--- config.mk ---
export PLATFORM = sky130hd
export DESIGN_NAME = arm_ref_recenter
export DESIGN_NICKNAME = d
export VERILOG_FILES = /design/src/rtl/arm_ref_pkg.sv /design/src/rtl/offset_calc.sv /design/src/rtl/arm_sat_add.sv /design/src/rtl/ref_adjust.sv /design/src/rtl/arm_ref_recenter.sv
export SDC_FILE = /design/constraint.sdc
export NUM_CORES = 1
export LEC_CHECK = 0
export BUFFER_PORTS_ARGS = -buffer_cell sky130_fd_sc_hd__buf_2
export CAP_MARGIN = 20
export CORE_MARGIN = 8
export CORE_UTILIZATION = 55
export CTS_CLUSTER_SIZE = 24
export DETAILED_ROUTE_END_ITERATION = 10
export PLACE_DENSITY = 0.77
export REMOVE_ABC_BUFFERS = 1
export SLEW_MARGIN = 20
export SYNTH_ARGS = -nofsm -noshare
export SYNTH_HDL_FRONTEND = slang
export SYNTH_HIERARCHICAL = 1
export SYNTH_SLANG_ARGS = --single-unit
--- constraint.sdc ---
create_clock -name clk -period 7.52 [get_ports clk]
set_input_delay 0 -clock clk [delete_from_list [all_inputs] [get_ports clk]]
set_output_delay 0 -clock clk [all_outputs]
set_load 0.005 [all_outputs]
--- src/rtl/arm_ref_pkg.sv ---
// Package: shared constants and types for the arm reference re-centring unit.
// Arm index order is fixed: 0=A1, 1=B1, 2=A2 (slack), 3=B2.
package arm_ref_pkg;

    typedef enum logic {
        MODE_CENTRE  = 1'b0,
        MODE_ZERO_SUM = 1'b1
    } recentre_mode_e;

    localparam int NUM_ARMS  = 4;
    localparam int SLACK_IDX = 2;
    localparam int GUARD_W   = 2;

endpackage

--- src/rtl/offset_calc.sv ---
// offset_calc: first pipeline stage.
// Builds the four-arm set with an implicit zero in the slack slot, finds the
// common offset for the sampled mode, and registers the set and the offset.
// Assumes the input is valid only when in_valid is high; holds its state
// otherwise.
module offset_calc
    import arm_ref_pkg::*;
#(
    parameter int IN_W = 16,
    localparam int SW  = IN_W + GUARD_W
) (
    input  logic                 clk,
    input  logic                 rst_n,
    input  logic                 in_valid,
    input  logic                 mode_sel,
    input  logic signed [IN_W-1:0] ref_a1,
    input  logic signed [IN_W-1:0] ref_b1,
    input  logic signed [IN_W-1:0] ref_b2,
    output logic                 s1_valid,
    output logic signed [IN_W-1:0] s1_ref [NUM_ARMS],
    output logic signed [SW-1:0]   s1_off
);

    logic signed [IN_W-1:0] arm_set [NUM_ARMS];
    logic signed [IN_W-1:0] set_max;
    logic signed [IN_W-1:0] set_min;
    logic signed [SW-1:0]   ext_sum;
    logic signed [SW-1:0]   ctrl_sum;
    logic signed [SW-1:0]   off_next;
    recentre_mode_e         mode_e;

    // Assemble the arm set; the slack arm starts at zero.
    always_comb begin
        arm_set[0]         = ref_a1;
        arm_set[1]         = ref_b1;
        arm_set[SLACK_IDX] = '0;
        arm_set[3]         = ref_b2;
    end

    // Find the most positive and the most negative member of the set.
    always_comb begin
        set_max = arm_set[0];
        set_min = arm_set[0];
        for (int i = 1; i < NUM_ARMS; i++) begin
            if (arm_set[i] > set_max) set_max = arm_set[i];
            if (arm_set[i] < set_min) set_min = arm_set[i];
        end
    end

    // Guard-bit sums; an arithmetic shift gives floor rounding.
    always_comb begin
        mode_e   = recentre_mode_e'(mode_sel);
        ext_sum  = SW'(set_max) + SW'(set_min);
        ctrl_sum = SW'(ref_a1) + SW'(ref_b1) + SW'(ref_b2);
        if (mode_e == MODE_ZERO_SUM) off_next = -(ctrl_sum >>> 2);
        else                         off_next = -(ext_sum >>> 1);
    end

    // Register the set and the offset on each accepted input.
    always_ff @(posedge clk) begin
        if (!rst_n) begin
            s1_valid <= 1'b0;
            s1_off   <= '0;
            for (int i = 0; i < NUM_ARMS; i++) s1_ref[i] <= '0;
        end else begin
            s1_valid <= in_valid;
            if (in_valid) begin
                s1_off <= off_next;
                for (int i = 0; i < NUM_ARMS; i++) s1_ref[i] <= arm_set[i];
            end
        end
    end

endmodule

--- src/rtl/arm_sat_add.sv ---
// arm_sat_add: adds the common offset to one arm reference and saturates the
// result to the signed OUT_W range. Purely combinational.
// Assumes OUT_W <= IN_W + GUARD_W, so the guard-bit sum cannot overflow.
module arm_sat_add
    import arm_ref_pkg::*;
#(
    parameter int IN_W  = 16,
    parameter int OUT_W = 16,
    localparam int SW   = IN_W + GUARD_W
) (
    input  logic signed [IN_W-1:0]  ref_in,
    input  logic signed [SW-1:0]    offset,
    output logic signed [OUT_W-1:0] sat_out,
    output logic                    clipped
);

    localparam logic signed [SW-1:0] OMAX = {{(SW-OUT_W+1){1'b0}}, {(OUT_W-1){1'b1}}};
    localparam logic signed [SW-1:0] OMIN = {{(SW-OUT_W+1){1'b1}}, {(OUT_W-1){1'b0}}};

    logic signed [SW-1:0] raw_sum;

    // Add in guard width, then clamp to the output range.
    always_comb begin
        raw_sum = SW'(ref_in) + offset;
        clipped = 1'b0;
        if (raw_sum > OMAX) begin
            sat_out = OMAX[OUT_W-1:0];
            clipped = 1'b1;
        end else if (raw_sum < OMIN) begin
            sat_out = OMIN[OUT_W-1:0];
            clipped = 1'b1;
        end else begin
            sat_out = raw_sum[OUT_W-1:0];
        end
    end

endmodule

--- src/rtl/ref_adjust.sv ---
// ref_adjust: second pipeline stage.
// Applies the offset to every arm through one saturating adder per arm,
// registers the results, and reports whether any arm clipped in this result.
// Outputs hold when no result is produced.
module ref_adjust
    import arm_ref_pkg::*;
#(
    parameter int IN_W  = 16,
    parameter int OUT_W = 16,
    localparam int SW   = IN_W + GUARD_W
) (
    input  logic                    clk,
    input  logic                    rst_n,
    input  logic                    s1_valid,
    input  logic signed [IN_W-1:0]  s1_ref [NUM_ARMS],
    input  logic signed [SW-1:0]    s1_off,
    output logic                    s2_valid,
    output logic signed [OUT_W-1:0] s2_adj [NUM_ARMS],
    output logic                    s2_clip
);

    logic signed [OUT_W-1:0] sat_val [NUM_ARMS];
    logic [NUM_ARMS-1:0]     clip_vec;

    for (genvar g = 0; g < NUM_ARMS; g++) begin : g_arm
        arm_sat_add #(.IN_W(IN_W), .OUT_W(OUT_W)) u_sat (
            .ref_in  (s1_ref[g]),
            .offset  (s1_off),
            .sat_out (sat_val[g]),
            .clipped (clip_vec[g])
        );
    end

    // Register adjusted references and the per-result clip indication.
    always_ff @(posedge clk) begin
        if (!rst_n) begin
            s2_valid <= 1'b0;
            s2_clip  <= 1'b0;
            for (int i = 0; i < NUM_ARMS; i++) s2_adj[i] <= '0;
        end else begin
            s2_valid <= s1_valid;
            s2_clip  <= s1_valid && (|clip_vec);
            if (s1_valid) begin
                for (int i = 0; i < NUM_ARMS; i++) s2_adj[i] <= sat_val[i];
            end
        end
    end

endmodule

--- src/rtl/arm_ref_recenter.sv ---
// arm_ref_recenter: top level.
// Takes three controller references, gives the slack arm a zero reference,
// re-centres all four with a common offset (centring or zero-sum mode),
// saturates them, and keeps a sticky clip flag. Fixed two-cycle latency.
// Assumes a synchronous active-low reset.
module arm_ref_recenter
    import arm_ref_pkg::*;
#(
    parameter int IN_W  = 16,
    parameter int OUT_W = 16
) (
    input  logic                    clk,
    input  logic                    rst_n,
    input  logic                    in_valid,
    input  logic                    mode_sel,
    input  logic signed [IN_W-1:0]  ref_a1,
    input  logic signed [IN_W-1:0]  ref_b1,
    input  logic signed [IN_W-1:0]  ref_b2,
    output logic                    out_valid,
    output logic signed [OUT_W-1:0] adj_a1,
    output logic signed [OUT_W-1:0] adj_b1,
    output logic signed [OUT_W-1:0] adj_a2,
    output logic signed [OUT_W-1:0] adj_b2,
    output logic                    clip_flag
);

    localparam int SW = IN_W + GUARD_W;

    logic                    s1_valid;
    logic signed [IN_W-1:0]  s1_ref [NUM_ARMS];
    logic signed [SW-1:0]    s1_off;
    logic                    s2_clip;
    logic signed [OUT_W-1:0] s2_adj [NUM_ARMS];
    logic                    clip_sticky;

    offset_calc #(.IN_W(IN_W)) u_off (
        .clk      (clk),
        .rst_n    (rst_n),
        .in_valid (in_valid),
        .mode_sel (mode_sel),
        .ref_a1   (ref_a1),
        .ref_b1   (ref_b1),
        .ref_b2   (ref_b2),
        .s1_valid (s1_valid),
        .s1_ref   (s1_ref),
        .s1_off   (s1_off)
    );

    ref_adjust #(.IN_W(IN_W), .OUT_W(OUT_W)) u_adj (
        .clk      (clk),
        .rst_n    (rst_n),
        .s1_valid (s1_valid),
        .s1_ref   (s1_ref),
        .s1_off   (s1_off),
        .s2_valid (out_valid),
        .s2_adj   (s2_adj),
        .s2_clip  (s2_clip)
    );

    // Sticky clip record, cleared only by reset.
    always_ff @(posedge clk) begin
        if (!rst_n) clip_sticky <= 1'b0;
        else if (s2_clip) clip_sticky <= 1'b1;
    end

    // Map the arm array onto the named output ports.
    always_comb begin
        adj_a1    = s2_adj[0];
        adj_b1    = s2_adj[1];
        adj_a2    = s2_adj[SLACK_IDX];
        adj_b2    = s2_adj[3];
        clip_flag = clip_sticky | s2_clip;
    end

endmodule

==> flow_summary_export.csv <==
group,metric,value,unit
floorplanning,coreArea,26700,um2
synth,synthArstFlopShare,0,%
worst_setup_path,cp.arrival,7580,ps
clock_network,clkSinkCount,134,
sta,tightest_slew,1020,ps
worst_setup_path,crit_family,"simple AND/OR/NAND/NOR gates",
sta,finalSetupViolations,0,
cells_and_area,area_growth,11.1,%
synth,synthTopCellsByArea,"dfxtp_1 (18%), ha_1 (13%), mux2i_1 (8.0%), a21oi_1 (5.0%), nor2_1 (3.7%)",
synth,synthFlopType,"dfxtp_1",
pwr,power,4.30,mW
place,gp_congestion,1.04,
detailed_routing,avgRoutedWirePerCell,20.4,um
sta,worst_slack,265,ps
detailed_routing,antenna_left,0,
floorplanning,initial_core_util,55.5,%
sta,fin_skew,15.5,ps
global_routing,grt_pass1_vias,13872,
clock_network,numCtsBuffers,17,
sta,fin_crit,7250,ps
floorplanning,dieHeight,180,um
pwr,p_per_area,261,nW/um2
clock_network,clk_latency,440,ps
synth,yosys.cell_types.count,114,
global_routing,globalRouteTotalUtil,27.6,%
synth,synth.yosys.seq_area_share,18.1,%
sta,period_share,96.5,%
detailed_routing,firstDrtPassIters,6,
cells_and_area,drive_gt1_share,15.7,%
place,hpwlAfterDp,35800,um
place,io_buffers,117,
run,max_cap_violations,0,
synth,synthTopCellsByCount,"ha_1 (149), a21oi_1 (147), nor2_1 (147), dfxtp_1 (134)",
synth,synth_edf_count,0,
synth,yosysTopAreaCell,"dfxtp_1",
worst_setup_path,criticalPathCategory,"primary input to flop",
outcome,status,"finished, final reports clean",
sta,slew_violations,0,
worst_setup_path,required,7840,ps
worst_setup_path,cp_max_fo,14,
global_routing,antenna_found_initial,0,
synth,syn_inst,1821,
worst_setup_path,worst_setup_path_start_kind,"primary input",
clock_network,clockRootBuffer,"clkbuf_16",
synth,syn_area_per_cell,8.15,um2
worst_setup_path,cp_num_buf_inv,6,
clock_network,cts_tree,"built",
floorplanning,dieArea,32500,um2
cells_and_area,n_antenna_cell,0,
sta,whs,9.08,ps
hold_path,min_path_type,"primary input to flop",
pwr,p_leak,7.23,nW
synth,synth_most_common_cell,"ha_1",
worst_setup_path,cp_common_cell,"nand2_1",
detailed_routing,initialDrtViolationCount,1155,
detailed_routing,num_vias,14465,
synth,synth_top_area_share,18.1,%
floorplanning,num_rows,60,
clock_network,clk_pin_slew_worst_paths,70,ps
floorplanning,die_w,180,um
pwr,ir_drop,167,uV
floorplanning,pin_count,118,
worst_setup_path,cp-end-kind,"flop",
synth,synth_area,14800,um2
detailed_routing,wirelength,46600,um
detailed_routing,drc,0,
sta,final-hold-violation-count,0,
global_routing,grt_start_max_net_pins,84,
sta,rsz0062_at_grt,"true",
global_routing,grt_pass1_wl,73400,um
synth,ys_warn_count,6,
place,pre_cts_ws,-10.2,ps
clock_network,clk_path_buf_depth,2,
sta,clock.fmax,138,MHz
worst_setup_path,cp_slowest_cell,"dlygate4sd3_1",
clock_network,htreeDepth,4,
detailed_routing,avgViaCountPerCell,6.32,
sta,relSlewSlack,31.9,%
cells_and_area,nNetsFinal,2155,
synth,ys_ff_latch,134,
global_routing,overflow,0,
worst_setup_path,slowest_delay,530,ps
-- worst min-delay path: cells and delay by family --
kind	cells	cell delay (ps)
multiplexers	1	150
AND/OR/NAND/NOR	1	50
buffers and inverters	1	180
-- stage by stage --
step | utilization, % | instances | instance area, um2 | setup TNS, ps
final | 61.7 | 2287 | 16500 | 0
after global routing | 61.7 | 2287 | 16500 | -74.0
after CTS | 61.4 | 2285 | 16400 | 0
after global placement | 58.1 | 2226 | 15500 | 0
after detailed placement | 58.1 | 2226 | 15500 | -10.2
after floorplan | - | 1743 | 14300 | -572
-- layout by cell type (no fill, tap or decap), types with 8 or more instances in the layout --
cell	instances
a211o_1	9
a211oi_1	24
a21o_1	52
a21oi_1	145
a21oi_2	10
a31oi_1	30
and2_1	8
and3_1	19
buf_2	116
buf_4	28
clkbuf_16	17
conb_1	17
dfxtp_1	133
dlygate4sd3_1	27
fa_1	21
ha_1	147
inv_1	73
mux2i_1	118
nand2_1	118
nand2b_1	26
nand3_1	38
nand4_1	22
nor2_1	145
nor2b_1	73
nor3_1	32
nor3b_1	15
nor4_1	11
o211ai_1	9
o21a_1	20
o21ai_0	97
o21ai_1	17
o21ai_2	37
xnor2_1	45
xor2_1	38
-- sequential cells by signal, summed over array words and instances (netlist names) --
register	count
u_adj/s2_adj	64
u_off/s1_off	18
u_adj/s2_clip	1
u_adj/s2_valid	1
u_off/s1_ref	48
clip_sticky	1
u_off/s1_valid	1
-- what timing repair did --
action / CTS / global route
hold buffers: 27 / 0
endpoints found under the setup margin: 0 / 13
setup buffers: 0 / 2
resized for setup: 0 / 19
endpoints found under the hold margin: 27 / 0
-- power by group --
group	switching, mW	internal, mW	leakage, nW	total (mW)
registers	0.115	0.797	1.10	0.911
logic	1.52	0.982	5.84	2.50
clock network	0.351	0.535	0.287	0.886
total	1.99	2.31	7.23	4.30
-- routing by layer --
metal	GRT usage, %	part of all wire [%]	vias to the layer above
met4	15.2	5.3	0
met3	5.16	7.6	139
li1	-	-	6870
met5	0	0	-
met2	44.1	44	675
met1	34.6	43	6781
-- cell type report --
cell class                 count  area [um2]
timing repair buffer         171        1060
clock inverter                13         173
multi-input combinational   1533       11400
clock buffer                  19         443
fill                        2409       10200
inverter                      76         285
tap                          341         427
sequential                   134        2690
-- final timing paths --
check,startpoint,end,cells past startpoint,slack [ps]
hold reg to reg,u_adj/s2_clip,clip_sticky,1,440
setup / recovery,ref_b1[10],u_off/s1_off[15],39,270
setup reg to reg,u_off/s1_off[0],u_adj/s2_adj[2],12,3630
hold / removal,ref_b2[8],u_off/s1_ref[8],3,9
-- cell families after synthesis --
family,count (synthesis),share of synthesized area [%]
DFF,134,18.1
other,2,0.0506
adders and majority gates,170,15.4
AOI/OAI and AO/OA,557,25.8
and+or+nand+nor,578,20.8
muxes,121,8.19
xor gates and xnor gates,90,5.84
buffers and inverters,169,5.79
(Power assumes the default switching activity.)
